==> config.mk <==
export PLATFORM = sky130hd
export DESIGN_NAME = pin_irq_ctrl
export DESIGN_NICKNAME = d
export VERILOG_FILES = /design/src/rtl/pin_irq_pkg.sv /design/src/rtl/pin_irq_regs.sv /design/src/rtl/pin_irq_detect.sv /design/src/rtl/pin_irq_sync.sv /design/src/rtl/pin_irq_ctrl.sv
export SDC_FILE = /design/constraint.sdc
export NUM_CORES = 1
export LEC_CHECK = 0
export BUFFER_PORTS_ARGS = -buffer_cell sky130_fd_sc_hd__buf_2
export CELL_PAD_IN_SITES_DETAIL_PLACEMENT = 0
export CELL_PAD_IN_SITES_GLOBAL_PLACEMENT = 1
export CORE_UTILIZATION = 43
export DETAILED_ROUTE_END_ITERATION = 12
export MAX_ROUTING_LAYER = met4
export PLACE_DENSITY_LB_ADDON = 0.25
export REMOVE_ABC_BUFFERS = 1
export SLEW_MARGIN = 20
export SYNTH_ARGS = -nofsm -noshare
export SYNTH_HDL_FRONTEND = slang
export SYNTH_SLANG_ARGS = --single-unit
==> constraint.sdc <==
create_clock -name clk -period 2.98 [get_ports clk]
set_clock_uncertainty 0.15 [all_clocks]
set_input_delay 0.596 -clock clk [delete_from_list [all_inputs] [get_ports clk]]
set_output_delay 0.596 -clock clk [all_outputs]
set_load 0.005 [all_outputs]
==> src/rtl/pin_irq_pkg.sv <==
// Package: shared register addresses for the pin interrupt controller.
// Assumes a word-addressed bus with ADDR_W address bits.
package pin_irq_pkg;
    localparam int ADDR_W = 3;

    typedef enum logic [ADDR_W-1:0] {
        REG_MODE   = 3'd0,   // 0 = edge, 1 = level
        REG_POL    = 3'd1,   // 1 = rising/high, 0 = falling/low
        REG_BOTH   = 3'd2,   // 1 = either edge (edge pins only)
        REG_ENABLE = 3'd3,   // 1 = pin may drive the combined request
        REG_RAW    = 3'd4,   // read-only raw status
        REG_MASKED = 3'd5,   // read-only masked status
        REG_CLEAR  = 3'd6    // write-one-to-clear of edge latches
    } reg_addr_e;
endpackage

==> src/rtl/pin_irq_regs.sv <==
// Module: configuration registers, clear strobe and read multiplexer.
// Assumes DATA_W > N_PINS; upper read bits are always zero.
module pin_irq_regs
    import pin_irq_pkg::*;
#(
    parameter int N_PINS = 12,
    parameter int DATA_W = 32
) (
    input  logic                  clk,
    input  logic                  rst_n,
    input  logic                  wr_en,
    input  logic [ADDR_W-1:0]     addr,
    input  logic [N_PINS-1:0]     wdata,
    input  logic [N_PINS-1:0]     raw,
    input  logic [N_PINS-1:0]     mis,
    output logic [N_PINS-1:0]     mode_q,
    output logic [N_PINS-1:0]     pol_q,
    output logic [N_PINS-1:0]     both_q,
    output logic [N_PINS-1:0]     enable_q,
    output logic [N_PINS-1:0]     clr,
    output logic [DATA_W-1:0]     rdata
);
    localparam int PAD_W = DATA_W - N_PINS;

    logic [N_PINS-1:0] sel_val;

    // Update the writable configuration registers.
    always_ff @(posedge clk) begin
        if (!rst_n) begin
            mode_q   <= '0;
            pol_q    <= '0;
            both_q   <= '0;
            enable_q <= '0;
        end else if (wr_en) begin
            case (addr)
                REG_MODE:   mode_q   <= wdata;
                REG_POL:    pol_q    <= wdata;
                REG_BOTH:   both_q   <= wdata;
                REG_ENABLE: enable_q <= wdata;
                default:    ;
            endcase
        end
    end

    // Form the one-cycle clear strobe from a write to the clear register.
    always_comb begin
        clr = (wr_en && addr == REG_CLEAR) ? wdata : '0;
    end

    // Select the readable value; the clear and unmapped addresses read zero.
    always_comb begin
        case (addr)
            REG_MODE:   sel_val = mode_q;
            REG_POL:    sel_val = pol_q;
            REG_BOTH:   sel_val = both_q;
            REG_ENABLE: sel_val = enable_q;
            REG_RAW:    sel_val = raw;
            REG_MASKED: sel_val = mis;
            default:    sel_val = '0;
        endcase
        rdata = {{PAD_W{1'b0}}, sel_val};
    end
endmodule

==> src/rtl/pin_irq_detect.sv <==
// Module: per-pin edge latch and level qualifier producing raw status.
// Assumes pins are already synchronous to clk. The previous-value register
// samples even during reset, so a pin held high through reset gives no edge.
module pin_irq_detect #(
    parameter int N_PINS = 12
) (
    input  logic              clk,
    input  logic              rst_n,
    input  logic [N_PINS-1:0] pin,
    input  logic [N_PINS-1:0] mode_q,
    input  logic [N_PINS-1:0] pol_q,
    input  logic [N_PINS-1:0] both_q,
    input  logic [N_PINS-1:0] clr,
    output logic [N_PINS-1:0] raw
);
    logic [N_PINS-1:0] prev_q;

    // Keep the pin values of the previous cycle for edge comparison.
    always_ff @(posedge clk) begin
        prev_q <= pin;
    end

    for (genvar i = 0; i < N_PINS; i++) begin : g_pin
        logic rise, fall, hit, latch_q;

        // Decode the edge selected by polarity and both-edges settings.
        always_comb begin
            rise = pin[i] & ~prev_q[i];
            fall = ~pin[i] & prev_q[i];
            if (both_q[i]) hit = rise | fall;
            else if (pol_q[i]) hit = rise;
            else hit = fall;
        end

        // Edge latch: a detected edge has priority over a clear.
        always_ff @(posedge clk) begin
            if (!rst_n) latch_q <= 1'b0;
            else if (hit && !mode_q[i]) latch_q <= 1'b1;
            else if (clr[i]) latch_q <= 1'b0;
        end

        // Raw status: level pins follow the pin, edge pins show the latch.
        always_comb begin
            raw[i] = mode_q[i] ? (pin[i] == pol_q[i]) : latch_q;
        end
    end
endmodule

==> src/rtl/pin_irq_sync.sv <==
// Module: reset-clearable shift synchronizer for the combined request.
// Assumes STAGES >= 2.
module pin_irq_sync #(
    parameter int STAGES = 2
) (
    input  logic clk,
    input  logic rst_n,
    input  logic d,
    output logic q
);
    logic [STAGES-1:0] stage_q;

    // Shift the request through the stages.
    always_ff @(posedge clk) begin
        if (!rst_n) stage_q <= '0;
        else stage_q <= {stage_q[STAGES-2:0], d};
    end

    assign q = stage_q[STAGES-1];
endmodule

==> src/rtl/pin_irq_ctrl.sv <==
// Module: top of the pin interrupt controller. Connects registers, the
// detector and the output synchronizer; masks raw status with the enables.
// Assumes pin_i is synchronous to clk and DATA_W > N_PINS.
module pin_irq_ctrl
    import pin_irq_pkg::*;
#(
    parameter int N_PINS      = 12,
    parameter int DATA_W      = 32,
    parameter int SYNC_STAGES = 2
) (
    input  logic              clk,
    input  logic              rst_n,
    input  logic [N_PINS-1:0] pin_i,
    input  logic [ADDR_W-1:0] addr_i,
    input  logic              wr_en_i,
    input  logic [DATA_W-1:0] wdata_i,
    output logic [DATA_W-1:0] rdata_o,
    output logic [N_PINS-1:0] mis_o,
    output logic              irq_o
);
    logic [N_PINS-1:0] mode_q, pol_q, both_q, enable_q, clr, raw_st, mis;
    logic              any_req;
    logic              unused_wdata_hi;

    assign unused_wdata_hi = ^wdata_i[DATA_W-1:N_PINS];

    pin_irq_regs #(.N_PINS(N_PINS), .DATA_W(DATA_W)) u_regs (
        .clk(clk), .rst_n(rst_n), .wr_en(wr_en_i), .addr(addr_i),
        .wdata(wdata_i[N_PINS-1:0]), .raw(raw_st), .mis(mis),
        .mode_q(mode_q), .pol_q(pol_q), .both_q(both_q),
        .enable_q(enable_q), .clr(clr), .rdata(rdata_o)
    );

    pin_irq_detect #(.N_PINS(N_PINS)) u_detect (
        .clk(clk), .rst_n(rst_n), .pin(pin_i), .mode_q(mode_q),
        .pol_q(pol_q), .both_q(both_q), .clr(clr), .raw(raw_st)
    );

    // Gate raw status with the enables and merge into one request.
    always_comb begin
        mis     = raw_st & enable_q;
        any_req = |mis;
    end

    assign mis_o = mis;

    pin_irq_sync #(.STAGES(SYNC_STAGES)) u_sync (
        .clk(clk), .rst_n(rst_n), .d(any_req), .q(irq_o)
    );
endmodule

==> Word-level counts from Yosys, hierarchy flattened <==
Cells that the tools add are included.
{ "word_totals": {"input_bits": 50, "elab_cells": 202, "output_inout_bits": 45, "reg_bits": 74} }
{ "op_classes": {"reduce_logical": 43, "bitwise": 61, "mux": 62, "n_eq_ne": 18} }
{ "op_table": {"columns": ["cell", "count"], "rows": [
  ["12-bit case mux with 6 select lines", 1],
  ["1-bit 2-to-1 mux", 60],
  ["1-bit bitwise AND", 24],
  ["1-bit inverter", 24],
  ["2-bit nonzero test", 12],
  ["1-bit logical AND", 13],
  ["12-bit bitwise AND", 1],
  ["1-bit equality test", 12],
  ["1-bit zero test", 12],
  ["12-bit 2-to-1 mux", 1],
  ["1-bit bitwise OR", 12],
  ["12-bit OR reduction", 1],
  ["3-bit equality test, second input constant", 3],
  ["2-bit AND reduction", 4],
  ["3-bit by 2-bit equality test with 1-bit output, second input constant", 2],
  ["3-bit by 1-bit equality test with 1-bit output, second input constant", 1],
  ["3-bit zero test", 1]
]} }

==> Depth between registers and ports, before layout <==
{ "depth": {"ltp_word": 6, "depth_mapped": 6, "mapped_depth_nobuf": 6} }

==> Hierarchy <==
A second synthesis with hierarchy kept.
{ "hier_totals": {"cells_unflattened": 508, "area_unflattened_um2": 4346.7} }
{ "modules_own_cells": {"columns": ["mod", "area_per_inst_um2", "instances", "cells_per_inst", "seq_area_each_um2"], "rows": [
  ["pin_irq_regs", 2602.5, 1, 317, 960.9],
  ["pin_irq_detect", 1580.3, 1, 170, 480.5],
  ["pin_irq_ctrl", 111.4, 1, 17, 0.0],
  ["pin_irq_sync", 52.6, 1, 4, 40.0]
]} }

==> Worst setup path after synthesis <==
OpenSTA, ideal clock, no wires.
{ "synth_path": {"path_type": "input to output", "from": "input port addr_i[1]", "to": "output port rdata_o[2]", "t_required_ns": 2.234, "stages": 5, "arrival_time_ns": 1.574, "n_path_buf": 2, "setup_slack_ns": 0.660, "cell_sequence": "buf_2 buf_2 mux4_2 nand2_1 o21ai_1"} }
{ "synth_via": {"elab_chain_cells": 2, "elab_cells_between_ends": 7, "classes_between": "eq/ne: 5; mux: 1; reduce/logical: 1"} }
{ "synth_rtl": {"columns": ["element", "line_no", "text"], "rows": [
  ["start, declared", "pin_irq_ctrl.sv:14", "input logic [ADDR_W-1:0] addr_i,"],
  ["3-bit equality test (tied with other cells)", "pin_irq_regs.sv:52", "case (addr)"],
  ["12-bit case mux with 6 select lines *", "pin_irq_regs.sv:52", null],
  ["end, declared", "pin_irq_ctrl.sv:17", "output logic [DATA_W-1:0] rdata_o,"]
]} }
Mark *: on every way between the ends. The rest lies on a longest branch, timed or not.

==> Worst setup path after layout <==
{ "layout_path": {"from": "input port addr_i[1]", "to": "output port rdata_o[0]"} }
Same word-level chain as after synthesis.

==> flow_summary.yaml <==
placement:
  place.detailed.instances: 683
  gp_weighted_congestion: 0.845
  placement.setup.worst_slack_ps: 238
  port_buffers: 54
  detailed_place_hpwl_um: 7650
setup_path:
  worst-endpoint-arrival_ps: 1970
  crit_family: "buffers and inverters"
  crit_top_cell: "sky130_fd_sc_hd__buf_2"
  cp.required_ps: 2230
  critPathSlowestCell: "sky130_fd_sc_hd__a221o_1"
  timing.critical_path.buf_inv: 3
  critPathCaptureType: "output port"
  worst_setup_path_start_kind: "primary input"
  cp_slowest_stage_delay_ps: 370
  cp_max_fo: 12
  path_cells: "buf_2, nand2b_1, buf_4, o21ai_0, a221o_1, buf_2"
  worst_setup_path_type: "in2out"
grt:
  grt_pass1_wl_um: 17600
  grt_max_degree: 33
  grt_overflow_total: 0
  grt_usage_pct: 23.7
  antenna_found_initial: 0
  via_count_of_the_first_global_routing_pass: 3486
clock_network:
  cts_root_buf: "sky130_fd_sc_hd__clkbuf_8"
  cts_setup_buffers: 0
  cts.path.max_buffers: 2
  cts.hold.buffers_added: 0
  clock_insertion_delay_worst_skew_ps: 350
  cts_resized: 0
  cts_made_buffers: 9
  clk_pin_slew_worst_paths_ps: 80
  tritoncts_clock_tree: "built"
  clock-sinks: 74
  htree_levels: 3
sta:
  post_route_setup_tns_ps: 0
  period_share_pct: 91.0
  max_freq_ghz: 0.369
  hold_viol: 0
  slew-limit-headroom_pct: 58.5
  setup_viol: 0
  rsz_0062_raised_after_global_routing: "false"
  final.min_clock_period_ps: 2710
  timing.final.ws_setup_ps: 268
  final_max_slew_viol_count: 0
  timing_worst_slew_pin_value_ps: 620
outcome:
  status: "complete, no violations"
floorplan:
  core-area_mm2: 0.00933
  die_x_um: 101
  top_level_ports: 95
  floorplan.rows: 35
  die_area_mm2: 0.0101
  initial_utilization_pct: 44.9
  die_height_um: 101
cells_and_area:
  regArea_mm2: 0.00148
  final_cells: 699
  layout-area-overhead-vs-synth_pct: 14.0
  drive_above_1_share_pct: 17.4
  final_nets: 639
  multi_input_comb_area_mm2: 0.00239
  final.fill_count: 917
  number_of_antenna_cells_inserted: 0
power:
  clockPowerShare_pct: 39.7
  sequentialPowerShare_pct: 48.2
  cellPowerDensity_mw_per_mm2: 459
  internal_power_summed_over_all_cells_mw: 1.63
  p_leak_nw: 1.99
  max-vdd-ir-drop_v: 0.000200
  pwr-share-comb_pct: 12.1
  switching_share_pct: 25.6
  netSwitchingPower_mw: 0.560
synthesis:
  ys_seq_elements: 74
  ys_warn_count: 0
  post_synth_num_cell_types: 39
  synth_top_flop_cell: "sky130_fd_sc_hd__dfxtp_1"
  synth_edf_count: 0
  synth_cells: 508
  synth-async-reset-ratio_pct: 0
  yosysSeqAreaShare_pct: 35.4
  synthesis.area_mm2: 0.00419
  synth_area_per_cell_um2: 8.24
route:
  remaining_antenna_violation_count_after_routing: 0
  drt_first_pass_iters: 5
  detail_route.iter0.violations: 131
  post-route-drc-count: 0
  routed_wl_um: 10800
  dr_total_vias: 3622
  vias_per_cell: 5.18
  routedWlPerCell_um: 15.5
hold_path:
  worst_min_delay_path_category: "in2reg"
job:
  maxCapViolCount: 0
routing by layer:
metal	part of all wire [%]	global-route usage, %
met1	47	30.6
met2	46	37.2
met3	4.9	2.91
met4	2.3	10.6
met5	0	-
stage by stage:
stage	util [%]	power (mW)	instance area (µm²)	hold WS, ps
after global routing	51.2	2.29	4770	236
after detailed placement	48.8	1.35	4560	271
after CTS	51.2	2.21	4770	235
after floorplan	-	1.22	4000	262
after global placement	48.8	1.34	4560	268
final	51.2	2.19	4770	247
registers in the layout, summed over array words and instances, names as in the netlist:
register and count:
u_detect.prev_q 12, u_regs.mode_q 12, u_sync.stage_q 2, u_regs.enable_q 12
u_regs.pol_q 12, u_regs.both_q 12, u_detect.g_pin.latch_q 12
area by class of cell:
type                            instances  share of cell area [%]
Sequential cell                        74                    31.0
Clock inverter                          5                    1.62
Inverter                               36                    2.83
Timing Repair Buffer                   70                    8.18
Clock buffer                           11                    2.96
Tap cell                              129                    3.38
Multi-Input combinational cell        374                    50.0
path summary, 6_finish.rpt:
check | slack, ps | start | end | depth (start not counted)
max reg2reg | 1340 | u_regs.pol_q[11] | u_sync.stage_q[0] | 4
min | 250 | pin_i[9] | u_detect.prev_q[9] | 1
min reg2reg | 290 | u_sync.stage_q[0] | u_sync.stage_q[1] | 1
max | 270 | addr_i[1] | rdata_o[0] | 6
layout by cell type (no fill, tap or decap), drive strengths merged, types with 4 or more instances in the layout:
master  instances
xnor2           9
conb           20
nand2         113
ha             24
a211oi         24
a31o            4
and2            4
o21a           12
dfxtp          74
o21ai          16
nor2b          14
buf            70
mux2i          18
clkbuf         11
a221o           6
a21boi          9
and3b           4
inv            36
nor2           11
mux4            6
a21oi          54
power groups by stage:
stage,clock [mW],sequential [mW],combinational (mW)
3_5_place_dp,0,1.08,0.267
6_report,0.869,1.05,0.266
4_1_cts,0.884,1.05,0.269
3_3_place_gp,0,1.08,0.261
5_1_grt,0.926,1.06,0.301
2_1_floorplan,0,1.07,0.153
synth_stat cells, drive strengths merged, types with 4 or more instances:
master    n  area, µm²
and2      4       25.0
nand2   113        424
dfxtp    74       1480
mux2i    18        180
a21oi    54        270
xnor2     9       78.8
clkbuf   12       45.0
ha       24        300
nor2b    14       90.1
and3b     4       35.0
mux4      6        135
inv      36        135
nor2     11       41.3
o21ai    16       80.1
a31o      4       35.0
a211oi   24        180
a221o     6       60.1
buf      31        210
a21boi    9       67.6
o21a     12       90.1
worst register-to-register path: stages, from the launching register on:
cell and delay (ps):
sky130_fd_sc_hd__dfxtp_1 420, sky130_fd_sc_hd__xor2_1 210, sky130_fd_sc_hd__o22ai_1 170, sky130_fd_sc_hd__a2111oi_4 380, sky130_fd_sc_hd__a41oi_1 160
cell families (layout without fill, tap and decap cells):
| logic type | count (synthesis) | count (layout) | synth area share (%) |
|---|---|---|---|
| compound gates | 137 | 137 | 21.5 |
| other cells | 1 | 20 | 0.0895 |
| flops | 74 | 74 | 35.4 |
| mux | 25 | 25 | 7.89 |
| buf+inv | 79 | 122 | 9.32 |
| xor+xnor | 12 | 12 | 2.51 |
| simple gates | 156 | 156 | 16.2 |
| fa+ha+maj | 24 | 24 | 7.17 |
Note: power is estimated with default switching activity, not from simulation.
